===== src/rtl/combo_alu_pkg.sv =====
package combo_alu_pkg;

    typedef enum logic [3:0] {
        OP_SHL_OR   = 4'd0,
        OP_ROL_AND  = 4'd1,
        OP_SHR_XOR  = 4'd2,
        OP_ROR_ADC  = 4'd3,
        OP_DEC_CMP  = 4'd4,
        OP_INC_SBC  = 4'd5,
        OP_AND_C    = 4'd6,
        OP_AND_ROR  = 4'd7,
        OP_AX_SUB   = 4'd8,
        OP_LOAD_AX  = 4'd9,
        OP_STORE_AX = 4'd10,
        OP_LOAD_S   = 4'd11,
        OP_RSV12    = 4'd12,
        OP_RSV13    = 4'd13,
        OP_RSV14    = 4'd14,
        OP_RSV15    = 4'd15
    } op_e;

    typedef struct packed {
        logic n;
        logic v;
        logic z;
        logic c;
    } flags_t;

    typedef enum logic {
        ST_IDLE = 1'b0,
        ST_DONE = 1'b1
    } state_e;

endpackage


===== src/rtl/combo_modify.sv =====
// Memory-side step: shift, rotate, increment or decrement of the operand.
module combo_modify
    import combo_alu_pkg::*;
#(
    parameter int DW = 8
) (
    input  op_e           op,
    input  logic [DW-1:0] opd,
    input  logic          c_in,
    output logic [DW-1:0] mod_byte,
    output logic          mod_carry
);
    localparam int MSB = DW - 1;

    always_comb begin
        mod_byte  = opd;
        mod_carry = c_in;
        unique case (op)
            OP_SHL_OR: begin
                mod_byte  = {opd[MSB-1:0], 1'b0};
                mod_carry = opd[MSB];
            end
            OP_ROL_AND: begin
                mod_byte  = {opd[MSB-1:0], c_in};
                mod_carry = opd[MSB];
            end
            OP_SHR_XOR: begin
                mod_byte  = {1'b0, opd[MSB:1]};
                mod_carry = opd[0];
            end
            OP_ROR_ADC: begin
                mod_byte  = {c_in, opd[MSB:1]};
                mod_carry = opd[0];
            end
            OP_DEC_CMP: mod_byte = opd - {{(DW-1){1'b0}}, 1'b1};
            OP_INC_SBC: mod_byte = opd + {{(DW-1){1'b0}}, 1'b1};
            default: begin
                mod_byte  = opd;
                mod_carry = c_in;
            end
        endcase
    end
endmodule


===== src/rtl/combo_second.sv =====
// Register-side step: logic, add, subtract or compare, plus flag rules.
module combo_second
    import combo_alu_pkg::*;
#(
    parameter int DW = 8
) (
    input  op_e           op,
    input  logic [DW-1:0] a,
    input  logic [DW-1:0] x,
    input  logic [DW-1:0] s,
    input  logic [DW-1:0] opd,
    input  logic [DW-1:0] mod_byte,
    input  logic          mod_carry,
    input  flags_t        f_in,
    output logic [DW-1:0] res,
    output logic [DW-1:0] mem_d,
    output logic          mem_we,
    output logic          a_we,
    output logic          x_we,
    output logic          s_we,
    output flags_t        f_out
);
    localparam int MSB = DW - 1;
    localparam int EW  = DW + 1;

    logic [EW-1:0] add_sum;
    logic [EW-1:0] sbc_diff;
    logic [EW-1:0] cmp_diff;
    logic [EW-1:0] axs_diff;
    logic [EW-1:0] arr_sum;
    logic [DW-1:0] and_ao;
    logic [DW-1:0] and_ax;
    logic          set_nz;

    always_comb begin
        and_ao   = a & opd;
        and_ax   = a & x;
        add_sum  = {1'b0, a} + {1'b0, mod_byte} + {{DW{1'b0}}, mod_carry};
        sbc_diff = {1'b0, a} - {1'b0, mod_byte} - {{DW{1'b0}}, ~f_in.c};
        cmp_diff = {1'b0, a} - {1'b0, mod_byte};
        axs_diff = {1'b0, and_ax} - {1'b0, opd};
        arr_sum  = {1'b0, and_ao} + {1'b0, opd};
    end

    always_comb begin
        res    = '0;
        mem_d  = mod_byte;
        mem_we = 1'b0;
        a_we   = 1'b0;
        x_we   = 1'b0;
        s_we   = 1'b0;
        set_nz = 1'b0;
        f_out  = f_in;
        unique case (op)
            OP_SHL_OR: begin
                res = a | mod_byte; a_we = 1'b1; mem_we = 1'b1;
                set_nz = 1'b1; f_out.c = mod_carry;
            end
            OP_ROL_AND: begin
                res = a & mod_byte; a_we = 1'b1; mem_we = 1'b1;
                set_nz = 1'b1; f_out.c = mod_carry;
            end
            OP_SHR_XOR: begin
                res = a ^ mod_byte; a_we = 1'b1; mem_we = 1'b1;
                set_nz = 1'b1; f_out.c = mod_carry;
            end
            OP_ROR_ADC: begin
                res = add_sum[MSB:0]; a_we = 1'b1; mem_we = 1'b1;
                set_nz = 1'b1; f_out.c = add_sum[DW];
                f_out.v = (a[MSB] == mod_byte[MSB]) && (add_sum[MSB] != a[MSB]);
            end
            OP_DEC_CMP: begin
                res = cmp_diff[MSB:0]; mem_we = 1'b1;
                set_nz = 1'b1; f_out.c = ~cmp_diff[DW];
            end
            OP_INC_SBC: begin
                res = sbc_diff[MSB:0]; a_we = 1'b1; mem_we = 1'b1;
                set_nz = 1'b1; f_out.c = ~sbc_diff[DW];
                f_out.v = (a[MSB] != mod_byte[MSB]) && (sbc_diff[MSB] != a[MSB]);
            end
            OP_AND_C: begin
                res = and_ao; a_we = 1'b1;
                set_nz = 1'b1; f_out.c = and_ao[MSB];
            end
            OP_AND_ROR: begin
                res = {f_in.c, and_ao[MSB:1]}; a_we = 1'b1;
                set_nz = 1'b1; f_out.c = and_ao[MSB];
                f_out.v = (and_ao[MSB] == opd[MSB]) && (arr_sum[MSB] != and_ao[MSB]);
            end
            OP_AX_SUB: begin
                res = axs_diff[MSB:0]; x_we = 1'b1;
                set_nz = 1'b1; f_out.c = ~axs_diff[DW];
            end
            OP_LOAD_AX: begin
                res = opd; a_we = 1'b1; x_we = 1'b1; set_nz = 1'b1;
            end
            OP_STORE_AX: begin
                mem_d = and_ax; mem_we = 1'b1;
            end
            OP_LOAD_S: begin
                res = opd & s; a_we = 1'b1; x_we = 1'b1; s_we = 1'b1;
                set_nz = 1'b1;
            end
            default: begin
                res = '0;
            end
        endcase
        if (set_nz) begin
            f_out.n = res[MSB];
            f_out.z = (res == '0);
        end
    end
endmodule


===== src/rtl/combo_alu.sv =====
module combo_alu
    import combo_alu_pkg::*;
#(
    parameter int DW = 8,
    parameter int OPW = 4
) (
    input  logic          clk,
    input  logic          rst,
    input  logic          start,
    input  logic [OPW-1:0] op,
    input  logic [DW-1:0] a_in,
    input  logic [DW-1:0] x_in,
    input  logic [DW-1:0] s_in,
    input  logic [DW-1:0] operand,
    input  logic          n_in,
    input  logic          v_in,
    input  logic          z_in,
    input  logic          c_in,
    output logic [DW-1:0] mem_out,
    output logic          mem_we,
    output logic [DW-1:0] a_out,
    output logic          a_we,
    output logic [DW-1:0] x_out,
    output logic          x_we,
    output logic [DW-1:0] s_out,
    output logic          s_we,
    output logic          n_out,
    output logic          v_out,
    output logic          z_out,
    output logic          c_out,
    output logic          done
);
    state_e        state_q, state_d;
    op_e           op_sel;
    flags_t        f_in, f_new;
    logic [DW-1:0] mod_byte, res, mem_d;
    logic          mod_carry, mem_we_d, a_we_d, x_we_d, s_we_d;

    assign op_sel = op_e'(op[3:0]);
    assign f_in   = '{n: n_in, v: v_in, z: z_in, c: c_in};

    combo_modify #(.DW(DW)) u_modify (
        .op        (op_sel),
        .opd       (operand),
        .c_in      (c_in),
        .mod_byte  (mod_byte),
        .mod_carry (mod_carry)
    );

    combo_second #(.DW(DW)) u_second (
        .op        (op_sel),
        .a         (a_in),
        .x         (x_in),
        .s         (s_in),
        .opd       (operand),
        .mod_byte  (mod_byte),
        .mod_carry (mod_carry),
        .f_in      (f_in),
        .res       (res),
        .mem_d     (mem_d),
        .mem_we    (mem_we_d),
        .a_we      (a_we_d),
        .x_we      (x_we_d),
        .s_we      (s_we_d),
        .f_out     (f_new)
    );

    // Next-state logic
    always_comb begin
        state_d = state_q;
        unique case (state_q)
            ST_IDLE: state_d = start ? ST_DONE : ST_IDLE;
            ST_DONE: state_d = start ? ST_DONE : ST_IDLE;
            default: state_d = ST_IDLE;
        endcase
    end

    // State register
    always_ff @(posedge clk) begin
        if (rst) state_q <= ST_IDLE;
        else     state_q <= state_d;
    end

    assign done = (state_q == ST_DONE);

    // Output registers
    always_ff @(posedge clk) begin
        if (rst) begin
            mem_out <= '0; a_out <= '0; x_out <= '0; s_out <= '0;
            mem_we  <= 1'b0; a_we <= 1'b0; x_we <= 1'b0; s_we <= 1'b0;
            n_out   <= 1'b0; v_out <= 1'b0; z_out <= 1'b0; c_out <= 1'b0;
        end else if (start) begin
            mem_out <= mem_d; a_out <= res; x_out <= res; s_out <= res;
            mem_we  <= mem_we_d; a_we <= a_we_d; x_we <= x_we_d; s_we <= s_we_d;
            n_out   <= f_new.n; v_out <= f_new.v; z_out <= f_new.z; c_out <= f_new.c;
        end else begin
            mem_we <= 1'b0; a_we <= 1'b0; x_we <= 1'b0; s_we <= 1'b0;
        end
    end

    assert_done_after_start_R2: assert property (@(posedge clk) disable iff (rst)
        start |=> done);
    assert_done_single_R2: assert property (@(posedge clk) disable iff (rst)
        !start |=> (!done && !a_we && !x_we && !s_we && !mem_we));
    assert_flags_hold_R2: assert property (@(posedge clk) disable iff (rst)
        !start |=> $stable({n_out, v_out, z_out, c_out}));
    assert_we_needs_done_R1: assert property (@(posedge clk) disable iff (rst)
        (a_we || x_we || s_we || mem_we) |-> done);
    assert_cmp_no_a_R6: assert property (@(posedge clk) disable iff (rst)
        (start && op == 4'd4) |=> (mem_we && !a_we));
    assert_store_flags_R11: assert property (@(posedge clk) disable iff (rst)
        (start && op == 4'd10) |=>
        ({n_out, v_out, z_out, c_out} == $past({n_in, v_in, z_in, c_in})));
endmodule


===== config.mk =====
export PLATFORM = sky130hd
export DESIGN_NAME = combo_alu
export DESIGN_NICKNAME = d
export VERILOG_FILES = /design/src/rtl/combo_alu_pkg.sv /design/src/rtl/combo_modify.sv /design/src/rtl/combo_second.sv /design/src/rtl/combo_alu.sv
export SDC_FILE = /design/constraint.sdc
export NUM_CORES = 1
export LEC_CHECK = 0
export ABC_AREA = 1
export BUFFER_PORTS_ARGS = -buffer_cell sky130_fd_sc_hd__buf_2
export CORE_MARGIN = 2
export CORE_UTILIZATION = 55
export DETAILED_ROUTE_END_ITERATION = 8
export GPL_TIMING_DRIVEN = 1
export PLACE_DENSITY = 0.78
export SETUP_SLACK_MARGIN = 0.5
export SLEW_MARGIN = 5
export SYNTH_ARGS = -nofsm -noshare
export SYNTH_HDL_FRONTEND = slang
export SYNTH_SLANG_ARGS = --single-unit

===== constraint.sdc =====
create_clock -name clk -period 9.82 [get_ports clk]
set_clock_uncertainty 0.05 [all_clocks]
set_input_delay 0.982 -clock clk [delete_from_list [all_inputs] [get_ports clk]]
set_output_delay 0.982 -clock clk [all_outputs]
set_load 0.005 [all_outputs]

==> results.cfg <==
[timing]
hold_viol = 0
finalSetupViolCount = 0
timing.hold.ws_ns = 0.4135
worst_slack_ns = 4.708
timing.final.crit_share_pct = 52.06
fmax_mhz = 195.6
relSlewSlack_pct = 53.57
maxSlewViolCount = 0
grt_setup_unrepaired = no
min_period_ns = 5.112
tns_ns = 0
max_slew.worst_pin.slew_ns = 0.6939

[floorplanning]
pin_count = 84
die_height_um = 90.93
core_mm2 = 0.007292
die_x_um = 90.93
initial_core_util_pct = 57.00
row_count = 31
die_area_mm2 = 0.008268

[cts]
cts_tree = done
path_clk_slew_ns = 0.09
htreeDepth = 1
postCtsHoldBufs = 0
cts.sinks = 25
numCtsBuffers = 3
cts_setup_buffers = 0
cts_root_buf = clkbuf_8
worstSkewPairLatency_ns = 0.26
cts_buffer_depth = 2
cts_resized = 0

[synth]
syn_inst = 715
synth_cell_types = 45
yosys_warnings = 0
synth_edf_count = 0
syn_area_per_cell_um2 = 5.813
synth_top_area_cell = nand2_1
syn-cell-area_mm2 = 0.004156
ys_top_cells_by_area = nand2_1 (18%), dfxtp_1 (12%), ha_1 (12%), inv_1 (9.2%), nand3_1 (8.1%)
synthFlopType = dfxtp_1
synth_nets = 803
async_reset_ff_share_pct = 0
synth.top_cell.area_share_pct = 17.52
synth-seq-cells = 25
yosysSeqAreaShare_pct = 12.04

[grt]
grt_max_degree = 25
first_global_vias = 4732
antenna_found_initial = 0
overflow = 0
grt_pass1_wl_um = 24310
track_usage_pct = 36.68

[routing]
drtIter0Drc = 538
wirelength_um = 15400
drc = 0
post_drt_wl_per_cell_um = 17.70
ant_nets = 0
via_count = 5032
first_pass_iters = 6
routed_via_density = 5.784

[critical_path]
r2r_start = s_out[4]$_SDFFE_PP0P_
cp_common_cell = nand2_1
required_ns = 9.97
worstSetupPathType = in -> reg
r2r_cells = 4
cp-start-kind = primary input
reg2reg_slack_ns = 9.07
cpMaxStageDelayCell = ha_1
crit_fanout = 12
worstPathArrival_ns = 5.26
crit_path_end_kind = register
critPathMaxStageDelay_ns = 0.53
worstReg2RegEnd = s_out[4]$_SDFFE_PP0P_

[final_layout]
finalNetCount = 860
fin_util_pct = 62.11
fill_cells = 784
drive_gt1_share_pct = 15.95
antennaDiodeCount = 0
final_cells = 870
areaGrowthSynthToFinish_pct = 8.970
stdcell_area_mm2 = 0.004529

[placed_design]
place_inst = 866
hpwl_um = 12710
io_buffers = 83
placed_area_mm2 = 0.004484
post-place-ws_ns = 4.537
finalWeightedCongestion = 1.101

[hold_path]
min-delay-start = mem_out[5]$_SDFFE_PP0P_
hold_depth = 2
hold_path_end = mem_out[5]$_SDFFE_PP0P_
hp-class = reg -> reg

[power]
powerDensity_mw_per_mm2 = 92.50
ir_drop_v = 0.00006898
finalPower_mw = 0.4190
p_leak_nw = 2.583

[outcome]
status = finished, final reports clean

[job]
cap_violations = 0
-- routing by layer --
layer  part of all wire [%]  GRT usage [%]  wire, um
met1                     41          46.83      6250
met5                      0              0         0
met4                    4.3          11.99       656
met3                     10          6.058      1573
met2                     45          62.72      6923
-- placed cells by master (no fill, tap or decap), types with 2 or more instances in the layout --
master      n
fa_1        5
o22ai_1     6
xor2_1      2
nand2_4     3
dfxtp_1    25
nor2_2      4
inv_2      10
nor2_4      2
o211ai_1   15
o21a_2      2
inv_1     102
nand4_1    16
a21oi_1    48
buf_2      83
o21ai_0    27
a221oi_1    3
nor2_1     64
nand2_1   194
nand2_2     4
nand3b_1   10
or2_2       4
o21ai_1     6
o21bai_1    2
ha_1       40
a31oi_1     2
clkbuf_8    3
nand3_1    67
nor3_1      4
o21ai_2     3
-- state kept, by name (all words and copies together) (netlist names) --
signal,count
s_we,1
mem_out,8
x_we,1
n_out,1
c_out,1
v_out,1
s_out,8
z_out,1
a_we,1
mem_we,1
done,1
-- how the worst max path moves through the flow --
stage / depth (start not counted) / from / to / slack (ns)
after floorplan: 28 / op[0] / s_out[7]$_SDFFE_PP0P_ / 5.37
after detailed placement: 27 / op[0] / s_out[7]$_SDFFE_PP0P_ / 4.54
after global routing: 27 / op[0] / s_out[7]$_SDFFE_PP0P_ / 4.26
final: 25 / op[0] / c_out$_SDFFE_PP0P_ / 4.71
after global placement: 27 / op[0] / s_out[7]$_SDFFE_PP0P_ / 4.73
after CTS: 27 / op[0] / s_out[7]$_SDFFE_PP0P_ / 4.82
-- kinds of logic (layout without fill, tap and decap cells) --
group                    count (synthesis)  in the layout  synth area share (%)
AO/OA/AOI/OAI                          124            124                 17.97
flip-flops                              25             25                 12.04
AND/OR/NAND/NOR                        374            374                 39.61
adder cells (fa/ha/maj)                 45             45                 14.45
buffers and inverters                  144            200                 15.29
XOR/XNOR                                 3              3                0.6323
-- power breakdown --
| group | internal (mW) | total [mW] | switching [mW] |
|---|---|---|---|
| combinational | 0.0813 | 0.246 | 0.165 |
| sequential | 0.108 | 0.113 | 0.00435 |
| clock | 0.0290 | 0.0603 | 0.0313 |
| total | 0.219 | 0.419 | 0.200 |
-- critical path, delay by kind of cell --
kind	cells	cell delay [ns]
simple gates	15	2.07
compound gates	4	0.74
buf+inv	4	0.55
fa+ha+maj	2	0.91
-- synthesized netlist by cell type (2+ instances only) --
cell	instances
nand2_1	194
dfxtp_1	25
a21oi_1	48
buf_6	2
o22ai_1	6
nor2_1	64
buf_4	20
o21ai_0	27
xor2_1	2
nor2_4	2
nor3_1	4
nand4_1	16
nand3b_1	10
buf_2	4
inv_1	102
nor2_2	4
o211ai_1	15
o21bai_1	2
o21ai_1	6
a31oi_1	2
o21a_2	2
or2_2	4
fa_1	5
nand2_4	3
nand2_2	4
nand3_1	67
o21ai_2	3
ha_1	40
a221oi_1	3
clkbuf_1	5
inv_2	10
-- cell type report --
type | count | area, um^2 | share of cell area (%)
inverters | 113 | 424.2 | 9.365
flip-flops and latches | 25 | 500.5 | 11.05
multi-input cells | 546 | 3020 | 66.69
well taps | 99 | 123.9 | 2.735
clock buffers | 4 | 45.04 | 0.9945
repair buffers | 83 | 415.4 | 9.171
(Power assumes the default switching activity.)
